File: src/rtl/cfgb_pkg.sv
package cfgb_pkg;

    localparam int unsigned WORD_W    = 32;
    localparam int unsigned OFF_W     = 3;
    localparam int unsigned LEN_W     = 3;
    localparam int unsigned NUM_LINES = 4;
    localparam int unsigned SLOT_LSB  = 11;
    localparam int unsigned SLOT_W    = 5;

    localparam logic [LEN_W-1:0] LEN_B1 = 3'b001;
    localparam logic [LEN_W-1:0] LEN_B2 = 3'b010;
    localparam logic [LEN_W-1:0] LEN_B4 = 3'b100;

    typedef enum logic [1:0] {
        SEQ_IDLE,
        SEQ_REQ,
        SEQ_WAIT,
        SEQ_ACK
    } seq_state_t;

    typedef struct packed {
        logic [WORD_W-1:0] addr;
        logic [LEN_W-1:0]  len;
        logic              we;
        logic [WORD_W-1:0] wdata;
    } cfg_req_t;

    // Full byte reversal, then right-justify to the access length.
    function automatic logic [WORD_W-1:0] lane_swap(input logic [WORD_W-1:0] v,
                                                    input logic [LEN_W-1:0] len);
        logic [WORD_W-1:0] rev;
        rev = {v[7:0], v[15:8], v[23:16], v[31:24]};
        case (len)
            LEN_B1:  return rev >> 24;
            LEN_B2:  return rev >> 16;
            default: return rev;
        endcase
    endfunction

    // All-ones pattern sized to the access.
    function automatic logic [WORD_W-1:0] ones_for(input logic [LEN_W-1:0] len);
        case (len)
            LEN_B1:  return 32'h0000_00FF;
            LEN_B2:  return 32'h0000_FFFF;
            default: return 32'hFFFF_FFFF;
        endcase
    endfunction

endpackage

File: src/rtl/cfgb_addr_xlate.sv
module cfgb_addr_xlate
    import cfgb_pkg::*;
(
    input  logic [WORD_W-1:0] areg,
    input  logic [OFF_W-1:0]  off,
    input  logic              xlate,
    output logic              go,
    output logic [WORD_W-1:0] addr
);

    logic [SLOT_W-1:0] slot;
    logic              slot_found;

    // Lowest set bit among the one-hot slot field; scanning downward
    // leaves the lowest position as the final assignment.
    always_comb begin
        slot       = '0;
        slot_found = 1'b0;
        for (int b = WORD_W - 1; b >= int'(SLOT_LSB); b--) begin
            if (areg[b]) begin
                slot       = SLOT_W'(b);
                slot_found = 1'b1;
            end
        end
    end

    always_comb begin
        if (!xlate || areg[WORD_W-1]) begin
            go   = areg[WORD_W-1];
            addr = areg | {{(WORD_W-2){1'b0}}, off[1:0]};
        end else if (areg[0]) begin
            go   = 1'b1;
            addr = {areg[WORD_W-1:OFF_W], off};
        end else begin
            go   = slot_found;
            addr = {{(WORD_W-SLOT_LSB-SLOT_W){1'b0}}, slot, areg[SLOT_LSB-1:OFF_W], off};
        end
    end

endmodule

File: src/rtl/cfgb_irq_swizzle.sv
module cfgb_irq_swizzle
    import cfgb_pkg::*;
#(
    parameter int unsigned NUM_SLOTS  = 4,
    parameter int unsigned SLOT_FIRST = 11
) (
    input  logic [NUM_SLOTS*NUM_LINES-1:0] dev_int,
    output logic [NUM_LINES-1:0]           irq_line
);

    localparam int unsigned PINS = NUM_LINES;

    for (genvar li = 0; li < NUM_LINES; li++) begin : g_line
        logic [NUM_SLOTS*PINS-1:0] hit;
        for (genvar k = 0; k < NUM_SLOTS; k++) begin : g_slot
            for (genvar p = 0; p < PINS; p++) begin : g_pin
                if (((SLOT_FIRST + k + p) % NUM_LINES) == li) begin : g_on
                    assign hit[k*PINS+p] = dev_int[k*PINS+p];
                end else begin : g_off
                    assign hit[k*PINS+p] = 1'b0;
                end
            end
        end
        assign irq_line[li] = |hit;
    end

endmodule

File: src/rtl/cfg_access_bridge.sv
module cfg_access_bridge
    import cfgb_pkg::*;
#(
    parameter int unsigned NUM_SLOTS  = 4,
    parameter int unsigned SLOT_FIRST = 11
) (
    input  logic                           clk,
    input  logic                           rst,
    input  logic                           mode_xlate,
    input  logic                           swap_en,
    input  logic                           areg_wr,
    input  logic                           areg_noswap,
    input  logic [31:0]                    areg_wdata,
    output logic [31:0]                    areg_rdata,
    input  logic                           win_req,
    input  logic                           win_we,
    input  logic [2:0]                     win_off,
    input  logic [2:0]                     win_len,
    input  logic [31:0]                    win_wdata,
    output logic                           win_ack,
    output logic [31:0]                    win_rdata,
    output logic                           ds_valid,
    input  logic                           ds_ready,
    output logic                           ds_we,
    output logic [31:0]                    ds_addr,
    output logic [2:0]                     ds_len,
    output logic [31:0]                    ds_wdata,
    input  logic                           ds_rvalid,
    input  logic [31:0]                    ds_rdata,
    input  logic [NUM_SLOTS*4-1:0]         dev_int,
    output logic [3:0]                     irq_line
);

    seq_state_t        state;
    cfg_req_t          req_q;
    logic [WORD_W-1:0] areg_q;
    logic [WORD_W-1:0] rdata_q;
    logic              xl_go;
    logic [WORD_W-1:0] xl_addr;
    logic              areg_swapped;

    assign areg_swapped = swap_en && !areg_noswap;

    cfgb_addr_xlate u_xlate (
        .areg  (areg_q),
        .off   (win_off),
        .xlate (mode_xlate),
        .go    (xl_go),
        .addr  (xl_addr)
    );

    cfgb_irq_swizzle #(
        .NUM_SLOTS  (NUM_SLOTS),
        .SLOT_FIRST (SLOT_FIRST)
    ) u_swz (
        .dev_int  (dev_int),
        .irq_line (irq_line)
    );

    always_ff @(posedge clk) begin
        if (rst) begin
            state   <= SEQ_IDLE;
            areg_q  <= '0;
            req_q   <= '0;
            rdata_q <= '0;
        end else begin
            if (areg_wr) begin
                areg_q <= areg_swapped ? lane_swap(areg_wdata, LEN_B4) : areg_wdata;
            end
            case (state)
                SEQ_IDLE: begin
                    if (win_req) begin
                        if (xl_go) begin
                            req_q.addr  <= xl_addr;
                            req_q.len   <= win_len;
                            req_q.we    <= win_we;
                            req_q.wdata <= swap_en ? lane_swap(win_wdata, win_len) : win_wdata;
                            state       <= SEQ_REQ;
                        end else begin
                            rdata_q <= win_we ? '0 : ones_for(win_len);
                            state   <= SEQ_ACK;
                        end
                    end
                end
                SEQ_REQ: begin
                    if (ds_ready) state <= SEQ_WAIT;
                end
                SEQ_WAIT: begin
                    if (ds_rvalid) begin
                        if (req_q.we)     rdata_q <= '0;
                        else if (swap_en) rdata_q <= lane_swap(ds_rdata, req_q.len);
                        else              rdata_q <= ds_rdata;
                        state <= SEQ_ACK;
                    end
                end
                default: state <= SEQ_IDLE;
            endcase
        end
    end

    assign areg_rdata = areg_swapped ? lane_swap(areg_q, LEN_B4) : areg_q;
    assign ds_valid   = (state == SEQ_REQ);
    assign ds_we      = req_q.we;
    assign ds_addr    = req_q.addr;
    assign ds_len     = req_q.len;
    assign ds_wdata   = req_q.wdata;
    assign win_ack    = (state == SEQ_ACK);
    assign win_rdata  = rdata_q;

endmodule

File: config.mk
export PLATFORM = sky130hd
export DESIGN_NAME = cfg_access_bridge
export DESIGN_NICKNAME = d
export VERILOG_FILES = /design/src/rtl/cfgb_pkg.sv /design/src/rtl/cfgb_addr_xlate.sv /design/src/rtl/cfgb_irq_swizzle.sv /design/src/rtl/cfg_access_bridge.sv
export SDC_FILE = /design/constraint.sdc
export NUM_CORES = 1
export LEC_CHECK = 0
export ABC_AREA = 1
export BUFFER_PORTS_ARGS = -buffer_cell sky130_fd_sc_hd__buf_2
export CORE_ASPECT_RATIO = 1.5
export CORE_MARGIN = 3
export CORE_UTILIZATION = 42
export DETAILED_ROUTE_END_ITERATION = 12
export GPL_TIMING_DRIVEN = 0
export PLACE_DENSITY_LB_ADDON = 0.1
export SLEW_MARGIN = 20
export SYNTH_ARGS = -nofsm -noshare
export SYNTH_HDL_FRONTEND = slang
export SYNTH_SLANG_ARGS = --single-unit
File: constraint.sdc
create_clock -name clk -period 2.3 [get_ports clk]
set_clock_uncertainty 0.1 [all_clocks]
set_input_delay 0.115 -clock clk [delete_from_list [all_inputs] [get_ports clk]]
set_output_delay 0.115 -clock clk [all_outputs]
set_load 0.1 [all_outputs]
---- Yosys cells after proc, flatten, opt, wreduce, memory -nomap -nowiden ----
Index checks and enable logic that the tools add are counted.
cells by class
  add/subtract/negate cells ............... 0
  $mul .................................... 0
  div/mod/pow operators ................... 0
  order comparisons ....................... 0
  equality and inequality tests ........... 11
  shift-type cells ........................ 0
  muxes and demuxes ....................... 64
  bitwise logic cells ..................... 1
  reduce and logical (&&, ||, !) cells .... 13
operators by type and width
  cell                                                                      count
  32-bit 2-to-1 mux                                                         11
  32-bit one-hot mux with 2 select lines                                    4
  5-bit 2-to-1 mux                                                          21
  32-bit by 2-bit bitwise OR with 32-bit output                             1
  1-bit 2-to-1 mux                                                          23
  4-bit OR reduction                                                        4
  2-bit 2-to-1 mux                                                          4
  3-bit by 1-bit == test with 1-bit output (second input constant)          2
  3-bit by 2-bit == test with 1-bit output (second input constant)          2
  2-bit inequality test (second input constant)                             3
  2-bit one-hot mux with 3 select lines                                     1
  3-bit AND reduction                                                       2
  2-bit == test (second input constant)                                     2
  4-bit AND reduction                                                       1
  2-bit by 1-bit == test with 1-bit output (second input constant)          1
  1-bit logical NOT                                                         2
  2-bit logical NOT                                                         1
  2-bit by 1-bit inequality test with 1-bit output (second input constant)  1
  2-bit nonzero test                                                        1
  1-bit logical AND                                                         1
  1-bit logical OR                                                          1
storage, ports and cells
  register bits after elaboration ......... 134
  latch bits .............................. 0
  bits in writable memories ............... 0
  memory bits (read-only) ................. 0
  input bits .............................. 128
  output and inout port bits .............. 138
  logic and storage cells ................. 96
  memories ................................ 0

---- Logic depth before layout (Yosys ltp) ----
Gate-level depths: netlist (run 1).
  depth after elaboration ................. 26
  mapped depth ............................ 21
  depth with buffers taken out ............ 21

---- Modules after synthesis ----
A second synthesis (run 1) with hierarchy kept.
unflattened totals
  cells, all modules ...................... 1159
  area total of the unflattened synthesis .. 7493.4 sq um
modules (own cells, without submodules)
  module             instances  cells an instance  area each (sq um)  seq. area each (sq um)
  cfg_access_bridge  1          1036               6945.4             2682.6
  cfgb_addr_xlate    1          111                503.0              0.0
  cfgb_irq_swizzle   1          12                 45.0               0.0

---- Worst setup path before layout (run 1) ----
No wires, ideal clock.
  kind .................................... input -> output
  start point ............................. input port swap_en
  end point ............................... output port areg_rdata[10]
  arrival ................................. 2.846 ns
  data required time ...................... 2.085 ns
  path slack .............................. -0.761 ns
  stages .................................. 5
  path buffers ............................ 1
  cell sequence ........................... inv_1 nor2_1 inv_1 clkbuf_1 o21ai_0
between the ends
  cells in the longest elaborated chain, start to end .. 2
ends and longest elaborated chain
  what               RTL line                  text
  from (decl)        cfg_access_bridge.sv:10   input logic swap_en,
  1-bit logical AND  cfg_access_bridge.sv:42   assign areg_swapped = swap_en && !areg_noswap;
  32-bit 2-to-1 mux  cfg_access_bridge.sv:101  assign areg_rdata = areg_swapped ? lane_swap(areg_q, LEN_B4) : areg_q;
  to (decl)          cfg_access_bridge.sv:14   output logic [31:0] areg_rdata,
Every way passes these cells.

---- Worst setup path after layout (run 1) ----
  start point ............................. input port win_len[1]
  end point ............................... register req_q (netlist bit ds_wdata[3])
between the ends
  cells in the longest elaborated chain, start to end .. 3
  elaborated cells on any way between the ends .. 4
  those cells by class .................... eq/ne: 2; mux: 2
ends and longest elaborated chain
  what                                                                                                         RTL line                 text
  from (decl)                                                                                                  cfg_access_bridge.sv:18  input logic [2:0] win_len,
  3-bit by 2-bit == test with 1-bit output / 3-bit by 1-bit == test with 1-bit output (equally long branches)  cfgb_pkg.sv:33           case (len)
  32-bit one-hot mux with 2 select lines (*)                                                                   cfgb_pkg.sv:33
  32-bit 2-to-1 mux (*)                                                                                        cfg_access_bridge.sv:77  req_q.wdata <= swap_en ? lane_swap(win_wdata, win_len) : win_wdata;
  to (decl)                                                                                                    cfg_access_bridge.sv:35  cfg_req_t req_q;
Mark *: on every way between the ends. The rest lies on a longest branch, timed or not.
A chain may end at the register's enable or synchronous reset.

==> summary.txt, run 1 <==
Sw Ratio: 0.542
Worst skew pair latency: 0.42 ns
Primary FF master, synth: dfxtp_1
DRT antenna net count: 0
Highest Clock Rate: 0.454 GHz
Worst Setup End Kind: flop
FF+latch area: 0.00269 mm2
Initial Utilization: 0.433
Final hold violation count: 0
WP data required: 2.55 ns
Met3 Resource Use GR: 0.0437
Largest net degree at the start of global routing: 17
Yosys warning count: 0
Power share of the combinational group: 0.536
Startpoint Class: input pin
Core Region: 0.0164 mm2
Share of the synthesized area in the top cell type: 0.378
Routed WL per cell: 18.1 um
Synth cell types: 38
Most used routing layer in global routing: met2
Detail Placement HPWL: 23.0 mm
P_sw: 7.08 mW
Internal power: 5.98 mW
Post-DP Area: 0.00871 mm2
First-pass DRT Iterations: 5
Layout fillers: 1598
Final worst-path cycle share: 0.957
Largest cells by area after synthesis: dfxtp_1 38%, o21ai_0 11%, a21oi_1 10%, nand2_1 9.9%, inv_1 5.3%
Die ar.: 0.0185 mm2
Area of the multi-input gates: 0.00376 mm2
Ant. Diodes: 0
Final Max Slew Viols: 0
Top cell family by delay on the critical path: buffers and inverters
Root buffer cell: clkbuf_16
Starting DRT DRC Count: 554
Synth async-reset ratio: 0
Post-route DRC: 0
CTS tree: built
Worst-Margin Slew: 0.664 ns
Share of layout cells above drive strength 1: 0.260
Total Nets Final: 1558
Maximum vdd drop: 1230 uV
Final Wtd Congestion: 0.940
Mapped Cells: 1056
Global Route met1 Usage: 0.324
Synth Area per Inst: 6.73 um2
Worst path slowest cell: dlygate4sd3_1
Vias per cell: 5.41
Row count: 57
Slowest Stage Delay on Critical Path: 0.54 ns
Initial antenna violation count: 0
Clock share of power: 0.223
Met2 Resource Use GR: 0.591
Lkg Pwr: 4.91 nW
Inst Count DP: 1526
Status: finished clean
Mapped cell area: 0.00710 mm2
Clk buf depth: 2
Register area share after synthesis: 0.378
Power, Total: 13.1 mW
Arrival time worst endpoint: 2.45 ns
H-tree lvl count: 4
Routed WL: 29.8 mm
Global Route Usage Sum: 0.309
First-pass GRT wire length: 44.8 mm
Chip Width: 112 um
Area Overhead vs Synth: 45.5%
Vias post-DR: 8900
#FFs+latches synth: 134
Clk slew on worst S/H paths: 0.06 ns
Fin area: 0.0103 mm2
Crit-path cells: dlygate4sd3_1 -> buf_2 -> inv_1 -> nand3b_1 -> nand2_1 -> clkbuf_1 -> a22oi_1 -> a21oi_2
Sequential share of power: 0.241
Power per cell area: 1260 mW/mm2
Number of global-route vias before repair: 8670
Dominant cell type by area after synthesis: dfxtp_1
Overflow after GRT: 0
Final setup vio count: 0
Post-route insts no fill: 1645
Die Y: 165 um
I/O pin count: 266
WS Path Type: input pin to flop
Relative slew slack: 0.557
TritonCTS Buffers: 17
Clock sinks: 134
Syn nets: 1188
Critical path fanouts, max: 10
# port buffers: 264
Max-cap violations: 0
CP Buf/Inv Count: 4
Number of synthesized flops with an enable pin: 0
Clock period minus worst slack: 2.20 ns
Hold Crit Class: input pin to flop
metal layers:
| layer | vias up | part of all wire | wire length, um |
|---|---|---|---|
| li1 | 4323 | - | - |
| met1 | 4082 | 0.36 | 10700 |
| met2 | 400 | 0.54 | 16100 |
| met3 | 95 | 0.054 | 1630 |
| met4 | 0 | 0.047 | 1390 |
| met5 | - | 0 | 0 |
registers in the layout, summed over array words and instances, names as in the netlist:
register,count
areg_q,32
ds_addr,32
ds_wdata,32
win_rdata,32
ds_len,3
state,2
ds_we,1
synthesized netlist by cell type, types with 2 or more instances:
cell        n
nand2_1   187
o21ai_0   149
a21oi_1   146
dfxtp_1   134
inv_1     101
nor2_1     64
clkbuf_1   58
nand3_1    56
o211ai_1   29
o21ai_1    20
nor3_1     19
a31oi_1    13
a22oi_1    11
a21oi_2    10
buf_2      10
o221ai_1    7
buf_1       6
buf_6       5
ha_1        4
or4_1       4
inv_2       3
buf_4       2
nor2_2      2
nor3_2      2
cell families after synthesis:
logic type               Yosys count  synth area share
adder cells (fa/ha/maj)            4           0.00705
AND/OR/NAND/NOR                  342             0.207
flip-flops                       134             0.378
buffers and inverters            187             0.107
AO/OA/AOI/OAI                    389             0.301
cell usage in the layout, fill, tap and decap left out, types with 3 or more instances in the layout:
cell type,count
bufinv_16,3
dlygate4sd3_1,83
nor2_2,5
o21ai_2,10
clkbuf_1,53
inv_6,3
a21oi_2,11
a22oi_1,11
o211ai_1,29
clkbuf_2,6
o21ai_0,113
inv_1,99
nor3_4,3
a31oi_1,13
nand3_1,53
buf_2,255
a21oi_1,145
buf_4,6
inv_8,3
dfxtp_1,130
nand2_2,4
ha_1,4
clkbuf_4,17
nor2_1,60
o21ai_1,46
dfxtp_2,3
clkinv_4,4
buf_6,4
o221ai_1,7
clkbuf_16,17
nand2_1,184
nor3_1,19
inv_2,5
nand3_2,4
or4_1,4
buf_1,6
worst register-to-register path, cell delays in order (launching register included):
cell	delay [ns]
dfxtp_1	0.37
inv_1	0.08
ha_1	0.23
nor2_1	0.22
nand2_1	0.12
nor2_2	0.31
clkbuf_1	0.41
a21oi_1	0.09
a21oi_1	0.17
metrics by stage:
step	setup TNS (ns)	hold slack [ns]	setup WS [ns]	util
CTS	0	0.00795	0.00286	0.621
global placement	-1.26	0.279	-0.123	0.531
floorplan	-2.36	0.151	-0.744	-
global route	-0.0234	0.0850	-0.0205	0.630
detailed placement	-1.59	0.284	-0.110	0.531
finish	0	0.0242	0.0996	0.630
path summary, 6_finish.rpt:
check                              startpoint       endpoint  slack (ns)  cells past startpoint
worst max-delay path               win_len[1]    ds_wdata[3]         0.1                      8
worst min-delay path            win_wdata[14]   ds_wdata[14]        0.02                      5
worst max register to register       state[0]  win_rdata[24]        0.12                      8
worst min register to register    ds_addr[29]    ds_addr[29]        0.36                      2
power by group through the flow:
stage	Combinational, mW	Clock [mW]	Sequential [mW]
after floorplan	2.37	0	6.22
after global placement	6.72	0	3.17
after detailed placement	6.74	0	3.18
after CTS	6.88	2.94	3.13
after global routing	7.36	3.02	3.20
final	7.00	2.92	3.14
final cells by class:
type	count	area share
timing repair buffer	350	0.215
clock buffer	18	0.0415
tap	206	0.0249
clock inverter	14	0.0184
multi-input combinational	735	0.364
timing repair inverter	1	0.000484
inverter	106	0.0390
sequential	134	0.260
buffer	81	0.0373
repair_timing:
action | CTS | global route
hold endpoints to repair | 68 | 0
endpoints found under the setup margin | 23 | 123
hold buffers | 83 | 0
pin swaps | 1 | 3
gates resized for setup | 7 | 57
gates cloned | 0 | 1
buffers inserted | 0 | 3
No activity file was read; power rests on OpenSTA's default activity.
==> run 2, diff against run 1 <==
Settings changed: SYNTH_HIERARCHICAL from default to 1.
Clock period 2.3 ns to 2.55 ns, I/O delays scaled along.
==> summary.txt, run 2 <==
DRT antenna net count: 0
Final worst-path cycle share: 0.944
First-pass GRT wire length: 44.9 mm
Vias post-DR: 9125
Total Nets Final: 1676
Starting DRT DRC Count: 575
CP Buf/Inv Count: 2
Critical path fanouts, max: 10
Status: finished clean
WP data required: 2.81 ns
Most frequent cells in the layout: 306 x nand2_1, 284 x buf_2, 139 x a21oi_1, 132 x dfxtp_1, 104 x o21ai_0
Post-route DRC: 0
Root buffer cell: clkbuf_16
Yosys warning count: 6
Mapped cell area: 0.00749 mm2
Clk buf depth: 2
Synth top cells by count: 306 x nand2_1, 140 x a21oi_1, 134 x dfxtp_1, 126 x o21ai_0, 101 x inv_1
Initial Utilization: 0.430
Synth cell types: 37
Lkg Pwr: 5.42 nW
Final Max Slew Viols: 0
Highest Clock Rate: 0.415 GHz
Commonest non-fill, non-tap cell in the layout: nand2_1
Largest net degree at the start of global routing: 17
Routed WL per cell: 16.8 um
Routed WL: 29.7 mm
Largest cells by area after synthesis: dfxtp_1 36%, nand2_1 15%, a21oi_1 9.4%, o21ai_0 8.4%, inv_1 5.1%
Worst-Margin Slew: 0.577 ns
Syn nets: 1291
Fin area: 0.0108 mm2
Number of synthesized flops with an enable pin: 0
Synth async-reset ratio: 0
Number of global-route vias before repair: 8768
Core Region: 0.0174 mm2
Die Y: 170 um
TritonCTS Buffers: 17
Clock sinks: 134
Power per cell area: 981 mW/mm2
Die ar.: 0.0195 mm2
Row count: 59
Synth Area per Inst: 6.47 um2
I/O pin count: 266
Reg2reg start: areg_q[24]
Hold Crit Class: input pin to flop
Relative slew slack: 0.615
Global Route Usage Sum: 0.297
Primary FF master, synth: dfxtp_1
Clock period minus worst slack: 2.41 ns
Share of the synthesized area in the top cell type: 0.358
Dominant cell type by area after synthesis: dfxtp_1
Crit-path cells: nor4_4 -> nand3_2 -> nor4_4 -> o21bai_2 -> nand2_1 -> o21ai_1 -> nor2_4 -> buf_4 -> buf_2 -> o21ai_0 -> nor2_1
Setup slack, reg-to-reg: 0.14 ns
Post-DP Area: 0.00908 mm2
Register area share after synthesis: 0.358
First-pass DRT Iterations: 5
Max-cap violations: 0
Overflow after GRT: 0
Detail Placement HPWL: 22.6 mm
#FFs+latches synth: 134
Worst Setup End Kind: flop
Startpoint Class: flop
CTS tree: built
Chip Width: 115 um
H-tree lvl count: 4
Share of layout cells above drive strength 1: 0.254
Mapped Cells: 1159
Count leader, synth: nand2_1
Top cell family by delay on the critical path: simple AND/OR/NAND/NOR gates
Arrival time worst endpoint: 2.67 ns
Hold Crit Start: ds_rdata[26]
WS Path Type: flop to flop
Maximum vdd drop: 494 uV
# port buffers: 263
Final hold violation count: 0
Final Wtd Congestion: 0.941
Final setup vio count: 0
Power, Total: 10.6 mW
Post-route insts no fill: 1771
Worst skew pair latency: 0.43 ns
Clk slew on worst S/H paths: 0.06 ns
Worst path slowest cell: dfxtp_1
Area Overhead vs Synth: 44.1%
Vias per cell: 5.15
Inst Count DP: 1635
Crit path launch: areg_q[24]
Initial antenna violation count: 0
Crit path top cell by count: nor4_4
Slowest Stage Delay on Critical Path: 0.41 ns
## run 2: cell count changes after synthesis, sizes merged, moves of 14 or more
cell    before  now
a21oi      156  141
buf         23   45
clkbuf      58   39
nand2      189  311
nand4        2   16
nor2        66   92
nor3        22    2
o21ai      169  127
## run 2: repair_timing
action,CTS,global route
hold endpoints to repair,84,0
hold buffers,101,0
pin swaps,1,3
setup buffers,0,2
endpoints found under the setup margin,98,95
gates resized for setup,8,28
## run 2: cells by family (layout without fill, tap and decap cells)
family / count (synthesis) / after routing / synth area share
compound gates: 324 / 324 / 0.235
fa+ha+maj: 4 / 4 / 0.00668
buf+inv: 200 / 598 / 0.120
flops: 134 / 134 / 0.358
other cells: 0 / 1 / 0
simple gates: 497 / 497 / 0.280
## run 2: metal layers
layer,routed length (um),share of wire,up-vias,global-route usage
met5,0,0,-,0
met4,1430,0.048,0,0.155
met3,1820,0.061,78,0.0546
met2,15100,0.51,383,0.542
met1,11300,0.38,4102,0.319
li1,-,-,4562,-
## run 2: path summary, 6_finish.rpt
kind / to / cells past startpoint
max: win_rdata[30] / 11
min: win_rdata[26] / 5
max reg2reg: win_rdata[30] / 11
min reg2reg: ds_addr[2] / 2
## run 2: per-stage QoR
| stage | worst slack, ns | hold slack (ns) | setup TNS, ns | utilization |
|---|---|---|---|---|
| after CTS | -0.0285 | 0.00387 | -0.179 | 0.616 |
| after global routing | -0.00746 | 0.0393 | -0.0125 | 0.620 |
| after global placement | -0.361 | 0.278 | -18.33 | 0.521 |
| final | 0.143 | 0.0178 | 0 | 0.620 |
| after detailed placement | -0.367 | 0.282 | -18.79 | 0.521 |
| after floorplan | -0.346 | 0.172 | -3.46 | - |
## run 2: where the power goes
| part | internal (mW) | switching [mW] |
|---|---|---|
| clock network | 1.48 | 1.00 |
| logic | 1.16 | 4.23 |
| registers | 2.46 | 0.257 |
| total | 5.10 | 5.49 |
## run 2: area by class of cell
cell class              instances  area (um2)
multi-input cells             825        3990
plain buffers                  85         483
repair buffers                366        2340
diodes                          1        2.50
clock inverters                13         149
flip-flops and latches        134        2690
clock buffers                  19         443
well taps                     213         267
fillers                      1657        6630
inverters                     115         437
## run 2: worst min-delay path, delay by kind of cell
family | cells | cell delay [ns]
and+or+nand+nor | 3 | 0.21
buffers and inverters | 1 | 0.10
AOI/OAI and AO/OA | 1 | 0.08
